==> src/rtl/swz_pkg.sv <==
package swz_pkg;

  typedef enum logic [1:0] {
    TILE_LIN = 2'd0,
    TILE_X   = 2'd1,
    TILE_Y   = 2'd2,
    TILE_RSV = 2'd3
  } tile_e;

  typedef enum logic [1:0] {
    CH_SINGLE = 2'd0,
    CH_ASYM   = 2'd1,
    CH_INTLV  = 2'd2,
    CH_RSV    = 2'd3
  } chan_e;

  typedef enum logic [2:0] {
    SW_NONE     = 3'd0,
    SW_9        = 3'd1,
    SW_9_10     = 3'd2,
    SW_9_11     = 3'd3,
    SW_9_10_11  = 3'd4,
    SW_9_17     = 3'd5,
    SW_9_10_17  = 3'd6,
    SW_UNK      = 3'd7
  } swz_e;

  // Which address bits feed the XOR into bit 6
  typedef struct packed {
    logic t9;
    logic t10;
    logic t11;
    logic t17;
  } taps_t;

  localparam int unsigned SWZ_BIT  = 6;
  localparam int unsigned HI_TAP   = 17;

  function automatic taps_t mode_taps(swz_e m);
    taps_t t;
    t = '0;
    case (m)
      SW_9:       t.t9 = 1'b1;
      SW_9_10:    begin t.t9 = 1'b1; t.t10 = 1'b1; end
      SW_9_11:    begin t.t9 = 1'b1; t.t11 = 1'b1; end
      SW_9_10_11: begin t.t9 = 1'b1; t.t10 = 1'b1; t.t11 = 1'b1; end
      SW_9_17:    begin t.t9 = 1'b1; t.t17 = 1'b1; end
      SW_9_10_17: begin t.t9 = 1'b1; t.t10 = 1'b1; t.t17 = 1'b1; end
      default:    t = '0;
    endcase
    return t;
  endfunction

  // Remove the bit-17 term from a mode before software sees it
  function automatic swz_e hide_hi_tap(swz_e m);
    case (m)
      SW_9_17:    return SW_9;
      SW_9_10_17: return SW_9_10;
      default:    return m;
    endcase
  endfunction

endpackage

==> src/rtl/swz_cfg_decode.sv <==
module swz_cfg_decode
  import swz_pkg::*;
(
  input  logic [1:0] chan_i,
  input  logic       xor_off_i,
  input  logic       sel17_i,
  input  logic       unreadable_i,
  output swz_e       x_mode_o,
  output swz_e       y_mode_o,
  output logic       cfg_unknown_o
);

  chan_e chan;
  logic  interleaved;

  assign chan          = chan_e'(chan_i);
  assign interleaved   = (chan == CH_INTLV);
  assign cfg_unknown_o = unreadable_i;

  always_comb begin
    x_mode_o = SW_NONE;
    y_mode_o = SW_NONE;
    if (unreadable_i) begin
      x_mode_o = SW_UNK;
      y_mode_o = SW_UNK;
    end else if (interleaved) begin
      if (xor_off_i) begin
        x_mode_o = SW_9_10;
        y_mode_o = SW_9;
      end else if (!sel17_i) begin
        x_mode_o = SW_9_10_11;
        y_mode_o = SW_9_11;
      end else begin
        x_mode_o = SW_9_10_17;
        y_mode_o = SW_9_17;
      end
    end
  end

endmodule

==> src/rtl/swz_tile_select.sv <==
module swz_tile_select
  import swz_pkg::*;
(
  input  logic [1:0] tile_i,
  input  swz_e       x_mode_i,
  input  swz_e       y_mode_i,
  output swz_e       phys_mode_o,
  output swz_e       user_mode_o,
  output tile_e      eff_tile_o,
  output logic       downgrade_o
);

  tile_e tile;
  logic  is_tiled;
  swz_e  picked;

  assign tile     = tile_e'(tile_i);
  assign is_tiled = (tile == TILE_X) || (tile == TILE_Y);
  assign picked   = (tile == TILE_X) ? x_mode_i : y_mode_i;

  always_comb begin
    phys_mode_o = SW_NONE;
    eff_tile_o  = TILE_LIN;
    downgrade_o = 1'b0;
    if (is_tiled) begin
      if (picked == SW_UNK) begin
        downgrade_o = 1'b1;
      end else begin
        phys_mode_o = picked;
        eff_tile_o  = tile;
      end
    end
  end

  assign user_mode_o = hide_hi_tap(phys_mode_o);

endmodule

==> src/rtl/swz_addr_xlate.sv <==
module swz_addr_xlate
  import swz_pkg::*;
#(
  parameter int unsigned AW = 32
) (
  input  logic [AW-1:0] addr_i,
  input  swz_e          mode_i,
  output logic [AW-1:0] addr_o,
  output logic          flip_o
);

  taps_t taps;

  assign taps   = mode_taps(mode_i);
  assign flip_o = (taps.t9  & addr_i[9])
                ^ (taps.t10 & addr_i[10])
                ^ (taps.t11 & addr_i[11])
                ^ (taps.t17 & addr_i[HI_TAP]);

  always_comb begin
    addr_o          = addr_i;
    addr_o[SWZ_BIT] = addr_i[SWZ_BIT] ^ flip_o;
  end

endmodule

==> src/rtl/swz_unit.sv <==
module swz_unit
  import swz_pkg::*;
#(
  parameter int unsigned AW = 32
) (
  input  logic          clk,
  input  logic          rst_n,
  input  logic          in_valid,
  input  logic [AW-1:0] in_addr,
  input  logic [1:0]    in_tile,
  input  logic [1:0]    cfg_chan,
  input  logic          cfg_xor_off,
  input  logic          cfg_sel17,
  input  logic          cfg_unreadable,
  output logic          out_valid,
  output logic [AW-1:0] out_addr,
  output logic [1:0]    out_tile,
  output logic [2:0]    out_mode,
  output logic [2:0]    out_phys_mode
);

  localparam logic [AW-1:0] KEEP_MASK = ~(AW'(1) << SWZ_BIT);

  swz_e          x_mode, y_mode, phys_mode, user_mode;
  tile_e         eff_tile;
  logic          cfg_unknown, downgrade, bit6_flip;
  logic [AW-1:0] xl_addr;

  swz_cfg_decode u_cfg (
    .chan_i        (cfg_chan),
    .xor_off_i     (cfg_xor_off),
    .sel17_i       (cfg_sel17),
    .unreadable_i  (cfg_unreadable),
    .x_mode_o      (x_mode),
    .y_mode_o      (y_mode),
    .cfg_unknown_o (cfg_unknown)
  );

  swz_tile_select u_sel (
    .tile_i      (in_tile),
    .x_mode_i    (x_mode),
    .y_mode_i    (y_mode),
    .phys_mode_o (phys_mode),
    .user_mode_o (user_mode),
    .eff_tile_o  (eff_tile),
    .downgrade_o (downgrade)
  );

  swz_addr_xlate #(.AW(AW)) u_xl (
    .addr_i (in_addr),
    .mode_i (phys_mode),
    .addr_o (xl_addr),
    .flip_o (bit6_flip)
  );

  always_ff @(posedge clk or negedge rst_n) begin
    if (!rst_n) begin
      out_valid     <= 1'b0;
      out_addr      <= '0;
      out_tile      <= '0;
      out_mode      <= '0;
      out_phys_mode <= '0;
    end else begin
      out_valid <= in_valid;
      if (in_valid) begin
        out_addr      <= xl_addr;
        out_tile      <= eff_tile;
        out_mode      <= user_mode;
        out_phys_mode <= phys_mode;
      end
    end
  end


  valid_follow_chk: assert property (@(posedge clk) disable iff (!rst_n)
    out_valid == $past(in_valid));


  hold_idle_chk: assert property (@(posedge clk) disable iff (!rst_n)
    !$past(in_valid) |-> ($stable(out_addr) && $stable(out_phys_mode) && $stable(out_tile)));


  only_bit6_chk: assert property (@(posedge clk) disable iff (!rst_n)
    out_valid |-> (((out_addr ^ $past(in_addr)) & KEEP_MASK) == '0));


  linear_pass_chk: assert property (@(posedge clk) disable iff (!rst_n)
    (out_valid && out_tile == 2'd0) |-> (out_addr == $past(in_addr) && out_phys_mode == 3'd0));


  unknown_downgrade_chk: assert property (@(posedge clk) disable iff (!rst_n)
    (out_valid && $past(cfg_unknown)) |-> (out_tile == 2'd0 && out_mode == 3'd0 && out_phys_mode == 3'd0));


  user_hidden_chk: assert property (@(posedge clk) disable iff (!rst_n)
    out_valid |-> (out_mode != 3'd5 && out_mode != 3'd6 && out_phys_mode != 3'd7));


  downgrade_marks_chk: assert property (@(posedge clk) disable iff (!rst_n)
    downgrade |-> (cfg_unknown && !bit6_flip));

endmodule

==> config.mk <==
export PLATFORM = sky130hd
export DESIGN_NAME = swz_unit
export DESIGN_NICKNAME = d
export VERILOG_FILES = /design/src/rtl/swz_pkg.sv /design/src/rtl/swz_cfg_decode.sv /design/src/rtl/swz_tile_select.sv /design/src/rtl/swz_addr_xlate.sv /design/src/rtl/swz_unit.sv
export SDC_FILE = /design/constraint.sdc
export NUM_CORES = 1
export LEC_CHECK = 0
export ABC_AREA = 1
export BUFFER_PORTS_ARGS = -buffer_cell sky130_fd_sc_hd__clkbuf_2
export CORE_ASPECT_RATIO = 0.8
export CORE_UTILIZATION = 50
export DETAILED_ROUTE_END_ITERATION = 10
export PLACE_DENSITY = 0.82
export SYNTH_ARGS = -nofsm -noshare
export SYNTH_HDL_FRONTEND = slang
export SYNTH_HIERARCHICAL = 1
export SYNTH_SLANG_ARGS = --single-unit
==> constraint.sdc <==
create_clock -name clk -period 0.8 [get_ports clk]
set_input_delay 0.08 -clock clk [delete_from_list [all_inputs] [get_ports clk]]
set_output_delay 0.08 -clock clk [all_outputs]
set_load 0.02 [all_outputs]
Word-level counts from Yosys, hierarchy flattened. Index checks and enable logic that the tools add are counted.

Equality and inequality tests: 10. Multiplexer cells: 18. Bitwise gates (word level): 8. Reductions and logical operators: 5.

Operators by type and width (number): $mux 3 (10); $eq 3x3->1 const B (4); $eq 3x2->1 const B (2); $mux 2 (3); $pmux 3 s2 (1); $reduce_or 6->1 (1); $and 1x1->1 (4); $eq 2x2->1 const B (2); $mux 1 (4); $reduce_or 2->1 (2); $xor 1x1->1 (4); $eq 3x1->1 const B (1); $reduce_or 3->1 (1); $eq 2x1->1 const B (1); $logic_or 1x1->1 (1).

Register bits after elaboration: 41. Input bits: 42. Output and inout bits: 41.

Logic depth before layout (Yosys ltp). Gate-level depths: netlist (run 1).

Depth in word-level cells: 16. Mapped depth: 21.

Modules after synthesis. Netlist (run 1), hierarchy kept.

Modules (own cells, without submodules): swz_unit (times used 1, cells an instance 171, area an instance 1630.3 µm², seq. area each 1026.0 µm²); swz_addr_xlate (times used 1, cells an instance 66, area an instance 404.1 µm², seq. area each 0.0 µm²); swz_tile_select (times used 1, cells an instance 33, area an instance 180.2 µm², seq. area each 0.0 µm²); swz_cfg_decode (times used 1, cells an instance 19, area an instance 87.6 µm², seq. area each 0.0 µm²).

Least setup slack after synthesis (run 1). Ideal clock, no wire load.

Kind: input to register. Start: input port in_tile[1]. End: register out_addr[6]. Library setup time: 0.117 ns. Arrival time: 1.647 ns. Data required time: 0.683 ns. Setup slack: -0.964 ns. Stages on the path: 18. Path buffers: 0. Cells stage by stage: inv_1 -> ha_1 -> inv_2 -> nand2_1 -> nand2_4 -> nand2_1 -> a21oi_1 -> inv_2 -> nand2_1 -> nand2_2 -> nand2_1 -> nand2_1 -> nor2_2 -> nand3_2 -> nand3_1 -> nand2_1 -> nand2_1 -> nand2_1.

Longest elaborated chain between the ends: 13. Elaborated cells between the ends (all ways): 29. Classes of those cells: eq/ne (9); mux (7); bitwise (8); reduce/logical (5).

Ends and longest elaborated chain: start, declared (RTL line swz_unit.sv:10) `input logic [1:0] in_tile,`; $eq 2x1->1 (RTL line swz_tile_select.sv:18, swz_tile_select.sv:19); $mux 3 (RTL line swz_tile_select.sv:19) `assign picked = (tile == TILE_X) ? x_mode_i : y_mode_i;`; $eq 3x3->1 (RTL line swz_tile_select.sv:26) `if (picked == SW_UNK) begin`; $mux 3 (RTL line swz_tile_select.sv:26); $mux 3 (*) (RTL line swz_tile_select.sv:25) `if (is_tiled) begin`; net phys_mode[2] (RTL line swz_unit.sv:24) `swz_e x_mode, y_mode, phys_mode, user_mode;`; $eq 3x3->1, or another cell as far along (RTL line swz_pkg.sv:42) `case (m)`; $reduce_or 6->1 (no line) / $reduce_or 3->1 (equally long branches); $mux 1 (RTL line swz_pkg.sv:42); $and 1x1->1, on equally long branches (RTL line swz_addr_xlate.sv:15, swz_addr_xlate.sv:16); $xor 1x1->1 (RTL line swz_addr_xlate.sv:16) `^ (taps.t10 & addr_i[10])`; $xor 1x1->1 (RTL line swz_addr_xlate.sv:17) `^ (taps.t11 & addr_i[11])`; $xor 1x1->1 (*) (RTL line swz_addr_xlate.sv:18) `^ (taps.t17 & addr_i[HI_TAP]);`; $xor 1x1->1 (*) (RTL line swz_addr_xlate.sv:22) `addr_o[SWZ_BIT] = addr_i[SWZ_BIT] ^ flip_o;`; net xl_addr[6] (RTL line swz_unit.sv:27) `logic [AW-1:0] xl_addr;`; end signal, assigned (RTL line swz_unit.sv:66) `out_addr <= xl_addr;`; end, declared (RTL line swz_unit.sv:16) `output logic [AW-1:0] out_addr,`.

The timed path passes the listed nets; every way through them passes the cells marked *. A chain may end at the register's enable or synchronous reset.

Worst setup path in the final report (run 1).
Start: input port cfg_xor_off. End: register out_addr[6].

Longest elaborated chain between the ends: 15. Elaborated cells between the ends (all ways): 32. Classes of those cells: eq/ne (7); mux (13); bitwise (8); reduce/logical (4).

Ends and longest elaborated chain: start, declared (RTL line swz_unit.sv:12) `input logic cfg_xor_off,`; $mux 3 (*) (RTL line swz_cfg_decode.sv:27) `if (xor_off_i) begin`; $mux 3 (*) (RTL line swz_cfg_decode.sv:26) `end else if (interleaved) begin`; $mux 3 (*) (RTL line swz_cfg_decode.sv:23) `if (unreadable_i) begin`; net x_mode[1] (RTL line swz_unit.sv:24); $mux 3 (*) (RTL line swz_tile_select.sv:19); $eq 3x3->1 (RTL line swz_tile_select.sv:26); $mux 3 (*) (RTL line swz_tile_select.sv:26); $mux 3 (*) (RTL line swz_tile_select.sv:25); net phys_mode[1] (RTL line swz_unit.sv:24); (+2 left out); $mux 1 (RTL line swz_pkg.sv:42); $and 1x1->1, on equally long branches (RTL line swz_addr_xlate.sv:15, swz_addr_xlate.sv:16); $xor 1x1->1 (RTL line swz_addr_xlate.sv:16); $xor 1x1->1 (RTL line swz_addr_xlate.sv:17); $xor 1x1->1 (*) (RTL line swz_addr_xlate.sv:18); net bit6_flip (RTL line swz_unit.sv:26) `logic cfg_unknown, downgrade, bit6_flip;`; $xor 1x1->1 (*) (RTL line swz_addr_xlate.sv:22); net xl_addr[6] (RTL line swz_unit.sv:27).

Marked as above.

==> results of run 1 <==
layout make-up:
| type | count | area share, % |
|---|---|---|
| Inverter | 20 | 3.03 |
| Clock buffer | 5 | 1.94 |
| Clock inverter | 2 | 0.987 |
| Sequential cell | 41 | 28.9 |
| Multi-Input combinational cell | 184 | 28.2 |
| Tap cell | 57 | 2.01 |
| Timing Repair Buffer | 140 | 34.9 |
sequential cells by signal (all words and copies together), names as in the netlist:
register       cells
out_tile           2
out_phys_mode      3
out_addr          32
out_valid          1
out_mode           3
where the power goes:
part	internal [mW]	switching (mW)	total [mW]	leakage, nW
logic	1.01	1.05	2.06	1.40
registers	2.27	0.152	2.42	0.507
clock network	0.908	0.694	1.60	0.0540
total	4.19	1.89	6.08	1.96
worst paths after layout:
kind / startpoint / slack, ps / depth (start not counted) / endpoint
setup / recovery: cfg_xor_off / -780 / 22 / out_addr[6]$_DFFE_PN0P_
hold / removal: in_addr[5] / -2 / 3 / out_addr[5]$_DFFE_PN0P_
setup reg to reg: out_addr[27]$_DFFE_PN0P_ / -60 / 4 / out_addr[27]$_DFFE_PN0P_
hold reg to reg: out_addr[24]$_DFFE_PN0P_ / 500 / 2 / out_addr[24]$_DFFE_PN0P_
max in group asynchronous: rst_n / 290 / 3 / out_addr[25]$_DFFE_PN0P_
min in group asynchronous: rst_n / 310 / 3 / out_phys_mode[2]$_DFFE_PN0P_
per-stage QoR:
step,instances,hold WS [ps]
CTS,433,0.871
finish,449,-1.66
global placement,398,67.7
detailed placement,398,80.7
global route,449,0.876
floorplan,287,-216
per-layer routing:
metal	up-vias	global-route usage (%)	part of all wire, %
li1	1038	-	-
met1	1007	26.1	36
met2	81	47.0	54
met3	26	6.57	4.8
met4	0	7.55	4.3
met5	-	0	0
worst max-delay path, stage by stage:
cell     delay [ps]
buf_2           120
inv_1            60
nand2_1          80
nand2_2          60
nand2_2          90
nand2_4          80
nand2_4         110
nand3_4         110
nand2_4         100
inv_6            50
inv_4            70
nand2_4          70
nand2_1          70
nand3_1          90
nand2_2         100
nand2_1          70
nand2_2          80
nand2_2          60
nand2_2          60
nand2_1          40
nand2_1          50
nand2_1          40
repair_timing:
item | in CTS | in global routing
resized for setup | 45 | 117
hold endpoints to repair | 55 | 0
pin swaps | 15 | 22
hold buffers | 15 | 0
endpoints found under the setup margin | 49 | 50
setup buffers | 13 | 17
layout by cell type, fill, tap and decap left out, types with 2 or more instances in the layout:
cell type / count
a21oi_4: 2
clkbuf_2: 37
o21ai_1: 2
inv_4: 4
buf_6: 35
buf_12: 3
inv_2: 5
nand2_2: 28
nand2_1: 118
nor2_1: 4
buf_4: 37
clkbuf_8: 17
dfrtp_1: 41
inv_6: 3
nand3_2: 6
nand2_4: 12
dlygate4sd3_1: 15
inv_1: 7
nor2_2: 3
nand3_4: 2
==> impl_metrics.yaml, run 1 <==
timing:
  hold_violations: 1
  worst_slack_ps: -780
  fin_tns_setup_ps: -6140
  fin_skew_ps: 0
  fmax_mhz: 633
  max_slew.worst_pin.slew_ps: 264
  layout_min_cycle_time_ps: 1580
  holdWs_ps: -1.66
  finalMaxSlewViolations: 0
  max_slew_margin_pct: 82.3
  setup_viol: 51
  rsz0062_at_grt: "true"
  final.period_utilization_pct: 197
global_routing:
  grt_util_all_layers_pct: 24.6
  grt.overflow.total: 0
  grt_pass1_vias: 1995
  antenna_found_initial: 0
  grt_pass1_wl_um: 9230
  grt_max_degree: 42
min_path:
  hold_path.class: "primary input to register"
final_layout:
  fin_util_pct: 82.9
  nets: 435
  antenna_cells: 0
  area_delta_synth_final_pct: 55.1
  drive_gt1_share_pct: 51.8
  design_area_sq_um: 3550
  nFillCells: 261
  multi_input_area_sq_um: 1000
  final-seq-area_sq_um: 1030
detailed_routing:
  drc: 0
  vias: 2152
  firstDrtPassIters: 4
  antenna_left: 0
  wl_per_cell_um: 14.3
  wl_um: 6440
  drt_iter0_drc: 86
  vias_per_cell: 4.79
floorplan:
  die_w_um: 77.6
  die_h_um: 62.5
  rows: 21
  pin_count: 83
  initial_core_util_pct: 53.4
  core_area_sq_um: 4280
  dieArea_sq_um: 4850
run_status:
  failed_checks: "hold timing, setup timing"
  status: "finished, violations left"
setup_path:
  startpoint_type: "primary input"
  path_class: "primary input to register"
  critical_path_arrival_ps: 1760
  required_ps: 980
  worst-path-max-fanout: 4
  critPathCaptureType: "register"
clock_tree:
  clock-sinks: 41
  cts-root-buf: "clkbuf_8"
  cts-htree-levels: 2
  path_clk_slew_ps: 80
  cts.path.max_buffers: 2
  cts_buffers: 5
  clkLatencyLatePin_ps: 280
  cts_tree: "built"
yosys:
  syn_inst: 287
  syn_area_sq_um: 2290
  ys_warn_count: 6
  synth.avg_cell_area_sq_um: 7.97
  synth.net_count: 330
power:
  peakVddDrop_uv: 1370
  total_power_mw: 6.08
  p_leak_nw: 1.96
  power_density_nw_per_um2: 1710
place:
  gp_congestion: 0.800
  portBuffers: 82
  dp_hpwl_um: 3390
  dpl_cell_area_sq_um: 2630
  pre_cts_ws_ps: -1060
job:
  drv_cap: 0
(Power assumes the default switching activity.)
==> run 2, diff against run 1 <==
ABC_AREA = default   (was 1)
CORE_UTILIZATION = 49   (was 50)
==> impl_metrics.yaml, run 2 <==
run_status:
  status: "finished, violations left"
  failed_checks: "setup timing"
timing:
  max_slew.worst_pin.slew_ps: 252
  rsz0062_at_grt: "true"
  fmax_mhz: 521
  finalMaxSlewViolations: 0
  fin_skew_ps: 0
  worst_slack_ps: -1120
  holdWs_ps: 15.4
  max_slew_margin_pct: 83.2
  hold_violations: 0
  layout_min_cycle_time_ps: 1920
  setup_viol: 58
  final.period_utilization_pct: 240
final_layout:
  layout_commonest_cell: "buf_6"
  most-common-layout-cells: "buf_6, clkbuf_2, mux2_2"
  final_cells: 303
  top_regs: "out_addr (32), out_mode (3), out_phys_mode (3)"
  area_delta_synth_final_pct: 46.2
  nets: 288
  antenna_cells: 0
  largest_register_ffs: 32
  fin_util_pct: 74.4
  drive_gt1_share_pct: 84.1
  top_register: "out_addr"
global_routing:
  grt_pass1_wl_um: 6000
  grt_util_all_layers_pct: 18.1
  use_met1_pct: 23.8
  gr-usage-met2_pct: 28.2
  grt.busiest_layer: "met2"
  grt.overflow.total: 0
  antenna_found_initial: 0
  grt_max_degree: 42
  grtUsageMet3_pct: 5.32
  grt_pass1_vias: 1304
clock_tree:
  cts_tree: "built"
  cts.path.max_buffers: 2
  cts-htree-levels: 2
  path_clk_slew_ps: 80
  cts_buffers: 5
  clock-sinks: 41
  clkLatencyLatePin_ps: 290
  cts-root-buf: "clkbuf_8"
power:
  total_power_mw: 6.00
  p_leak_nw: 1.44
  peakVddDrop_uv: 1420
  power_density_nw_per_um2: 1930
setup_path:
  ff2ff_setup_slack_ps: -130
  rr_worst_depth: 2
  worst-path-max-fanout: 5
  path_class: "primary input to register"
  required_ps: 980
  cp_num_buf_inv: 2
  critPathTopFamily: "simple AND/OR/NAND/NOR gates"
  critPathCaptureType: "register"
  path_depth: 12
  cpMaxStageDelayCell: "a221oi_2"
  startpoint_type: "primary input"
  path_cells: "clkbuf_2, nand2b_4, nand2_1, nor2b_4, a31o_4, nor2_4, buf_4, nand4bb_1, o21ai_1, a221oi_2, xor3_1, mux2_2"
  critical_path_arrival_ps: 2100
  slowest_delay_ps: 290
job:
  drv_cap: 0
place:
  dp.cells: 286
  pre_cts_ws_ps: -1380
  gp_congestion: 0.882
  portBuffers: 82
  dp_hpwl_um: 2920
yosys:
  synth.avg_cell_area_sq_um: 12.7
  synth.net_count: 211
  syn_inst: 168
  ys_warn_count: 6
  syn_area_sq_um: 2130
detailed_routing:
  drt_iter0_drc: 27
  wl_per_cell_um: 15.9
  drc: 0
  wl_um: 4830
  vias: 1514
  firstDrtPassIters: 4
  vias_per_cell: 5.00
  antenna_left: 0
floorplan:
  pin_count: 83
  initial_core_util_pct: 50.9
  dieArea_sq_um: 4610
  die_h_um: 60.9
  die_w_um: 75.7
  rows: 21
  core_area_sq_um: 4180
min_path:
  hold_path.class: "primary input to register"
  min_path_cells: 2
## run 2: through the flow
| stage | TNS [ps] | cell area [sq um] |
|---|---|---|
| after global placement | -7620 | 2600 |
| final | -8860 | 3110 |
| after global routing | -10690 | 3110 |
| after floorplan | -4370 | 2260 |
| after CTS | -9040 | 2800 |
| after detailed placement | -8120 | 2600 |
## run 2: report_power, final
group	leakage, nW	internal [mW]	total (mW)	switching [mW]
Clock	0.0574	1.01	1.72	0.702
Combinational	0.920	0.992	1.77	0.779
Sequential	0.460	2.32	2.51	0.183
Total	1.44	4.33	6.00	1.66
## run 2: layout make-up
cell class / count / area (sq um)
inverters: 3 / 11.3
multi-input cells: 86 / 915
flip-flops and latches: 41 / 1060
clock inverters: 2 / 37.5
repair buffers: 108 / 927
clock buffers: 6 / 82.6
fillers: 277 / 1070
well taps: 57 / 71.3
## run 2: timing repair
item | in CTS | in global routing
pin swaps | 1 | 1
setup endpoints to repair | 50 | 53
cloned | 0 | 0
resized for setup | 8 | 127
hold buffers | 1 | 0
hold endpoints to repair | 41 | 0
setup buffers | 4 | 4
## run 2: worst paths after layout
kind	startpoint	endpoint
min in group asynchronous	rst_n	out_addr[16]$_DFFE_PN0P_
max in group asynchronous	rst_n	out_addr[31]$_DFFE_PN0P_
hold / removal	in_addr[5]	out_addr[5]$_DFFE_PN0P_
hold reg to reg	out_addr[5]$_DFFE_PN0P_	out_addr[5]$_DFFE_PN0P_
setup / recovery	cfg_chan[0]	out_addr[6]$_DFFE_PN0P_
setup reg to reg	out_addr[15]$_DFFE_PN0P_	out_addr[15]$_DFFE_PN0P_
## run 2: worst register-to-register path: cells and delay by family (launching register included)
family	cells	cell delay (ps)
buf+inv	1	120
flops	1	430
mux	1	270
## run 2: layer usage
metal	part of all wire (%)	wire, um
met5	0	0
met4	2.5	122
met3	5.5	266
met2	52	2520
met1	40	1920
==> run 3, diff against run 2 <==
CORE_UTILIZATION = 40   (was 49)
PLACE_DENSITY = 0.7   (was 0.82)
==> impl_metrics.yaml, run 3 (same netlist as run 2, synthesis figures left out) <==
clock_tree:
  path_clk_slew_ps: 80
  clkLatencyLatePin_ps: 280
  cts-htree-levels: 2
  cts-root-buf: "clkbuf_8"
  cts.path.max_buffers: 2
  clock-sinks: 41
  cts_buffers: 5
  cts_tree: "built"
setup_path:
  cpMaxStageDelayCell: "a221oi_2"
  critical_path_arrival_ps: 2070
  path_class: "primary input to register"
  slowest_delay_ps: 270
  ff2ff_setup_slack_ps: -110
  rr_worst_depth: 2
  critPathTopFamily: "simple AND/OR/NAND/NOR gates"
  path_cells: "clkbuf_2, nand2b_4, o21ai_2, mux2i_1, or2_4, nor2_4, nand4bb_1, o21ai_1, a221oi_2, xor3_1, mux2_2"
  startpoint_type: "primary input"
  critPathCaptureType: "register"
  worst-path-max-fanout: 5
  r2r-start: "out_addr[3]$_DFFE_PN0P_"
  required_ps: 970
  r2r-end: "out_addr[3]$_DFFE_PN0P_"
  cp_num_buf_inv: 1
power:
  p_leak_nw: 1.44
  total_power_mw: 5.98
  peakVddDrop_uv: 1290
  power_density_nw_per_um2: 1910
detailed_routing:
  firstDrtPassIters: 4
  wl_um: 4540
  drc: 0
  antenna_left: 0
  vias_per_cell: 4.78
  wl_per_cell_um: 14.8
  drt_iter0_drc: 43
  vias: 1472
final_layout:
  layout_commonest_cell: "clkbuf_2"
  top_register: "out_addr"
  nets: 288
  most-common-layout-cells: "clkbuf_2, buf_6, mux2_2"
  top_regs: "out_addr (32), out_mode (3), out_phys_mode (3)"
  drive_gt1_share_pct: 84.6
  antenna_cells: 0
  area_delta_synth_final_pct: 47.5
  largest_register_ffs: 32
  nFillCells: 406
global_routing:
  antenna_found_initial: 0
  grt_util_all_layers_pct: 15.3
  grt_max_degree: 42
  grt_pass1_vias: 1442
  grt.overflow.total: 0
  grt_pass1_wl_um: 6670
min_path:
  min_path_cells: 2
  worstHoldEndpoint: "out_addr[31]$_DFFE_PN0P_"
  hold_start: "in_addr[31]"
  hold_path.class: "primary input to register"
timing:
  layout_min_cycle_time_ps: 1900
  hold_violations: 0
  fin_skew_ps: 0
  final.period_utilization_pct: 238
  rsz0062_at_grt: "true"
  worst_slack_ps: -1100
  setup_viol: 53
  fin_tns_setup_ps: -8150
  finalMaxSlewViolations: 0
  holdWs_ps: 23.3
  max_slew_margin_pct: 82.4
  fmax_mhz: 526
  max_slew.worst_pin.slew_ps: 264
place:
  gp_congestion: 0.754
  portBuffers: 82
  dp_hpwl_um: 3010
floorplan:
  die_h_um: 67.2
  dieArea_sq_um: 5620
  rows: 23
  core_area_sq_um: 5060
  die_w_um: 83.5
  pin_count: 83
  initial_core_util_pct: 42.0
run_status:
  status: "finished, violations left"
  failed_checks: "setup timing"
job:
  drv_cap: 0
[run 3: layer usage]
layer | up-vias | wire (um) | GRT usage (%)
li1 | 710 | - | -
met1 | 704 | 2060 | 19.2
met2 | 54 | 2170 | 25.0
met3 | 4 | 283 | 5.38
met4 | 0 | 40 | 5.08
met5 | - | 0 | 0
[run 3: report_power, final]
group	internal (mW)	switching (mW)
combinational	1.02	0.771
sequential	2.32	0.173
clock	1.02	0.677
[run 3: repair_timing]
| action | 4_1_cts | 5_1_grt |
|---|---|---|
| endpoints found under the setup margin | 50 | 53 |
| resized for setup | 15 | 120 |
| setup buffers | 2 | 8 |
| hold buffers | 1 | 0 |
| pin swaps | 1 | 7 |
| hold endpoints to repair | 41 | 0 |
[run 3: worst reg2reg max path, cell delays in order (launching register included)]
cell     delay, ps
dfrtp_2        430
buf_6          120
mux2_2         250
[run 3: worst max path at each step]
stage	startpoint	end	slack, ps	cells after the start
global placement	cfg_chan[0]	out_addr[6]$_DFFE_PN0P_	-1320	11
detailed placement	cfg_xor_off	out_addr[6]$_DFFE_PN0P_	-1390	11
global route	cfg_xor_off	out_addr[6]$_DFFE_PN0P_	-1190	11
floorplan	cfg_chan[0]	out_addr[6]$_DFFE_PN0P_	-1170	10
CTS	cfg_chan[0]	out_addr[6]$_DFFE_PN0P_	-1080	11
finish	cfg_xor_off	out_addr[6]$_DFFE_PN0P_	-1100	11
[run 3: layout make-up]
cell class	instances	area (sq um)	area share [%]
clock buffer	7	86.3	2.75
clock inverter	1	30.0	0.957
inverter	3	11.3	0.359
multi-input combinational	86	923	29.4
sequential	41	1060	33.9
tap	62	77.6	2.47
timing repair buffer	108	943	30.1
[run 3: through the flow]
step / utilization [%] / cells / area, sq um / setup slack [ps]
2_1_floorplan: - / 168 / 2260 / -1170
3_3_place_gp: 51.3 / 290 / 2600 / -1320
3_5_place_dp: 51.3 / 290 / 2600 / -1390
4_1_cts: 55.5 / 301 / 2810 / -1080
5_1_grt: 61.9 / 308 / 3140 / -1190
6_report: 61.9 / 308 / 3140 / -1100
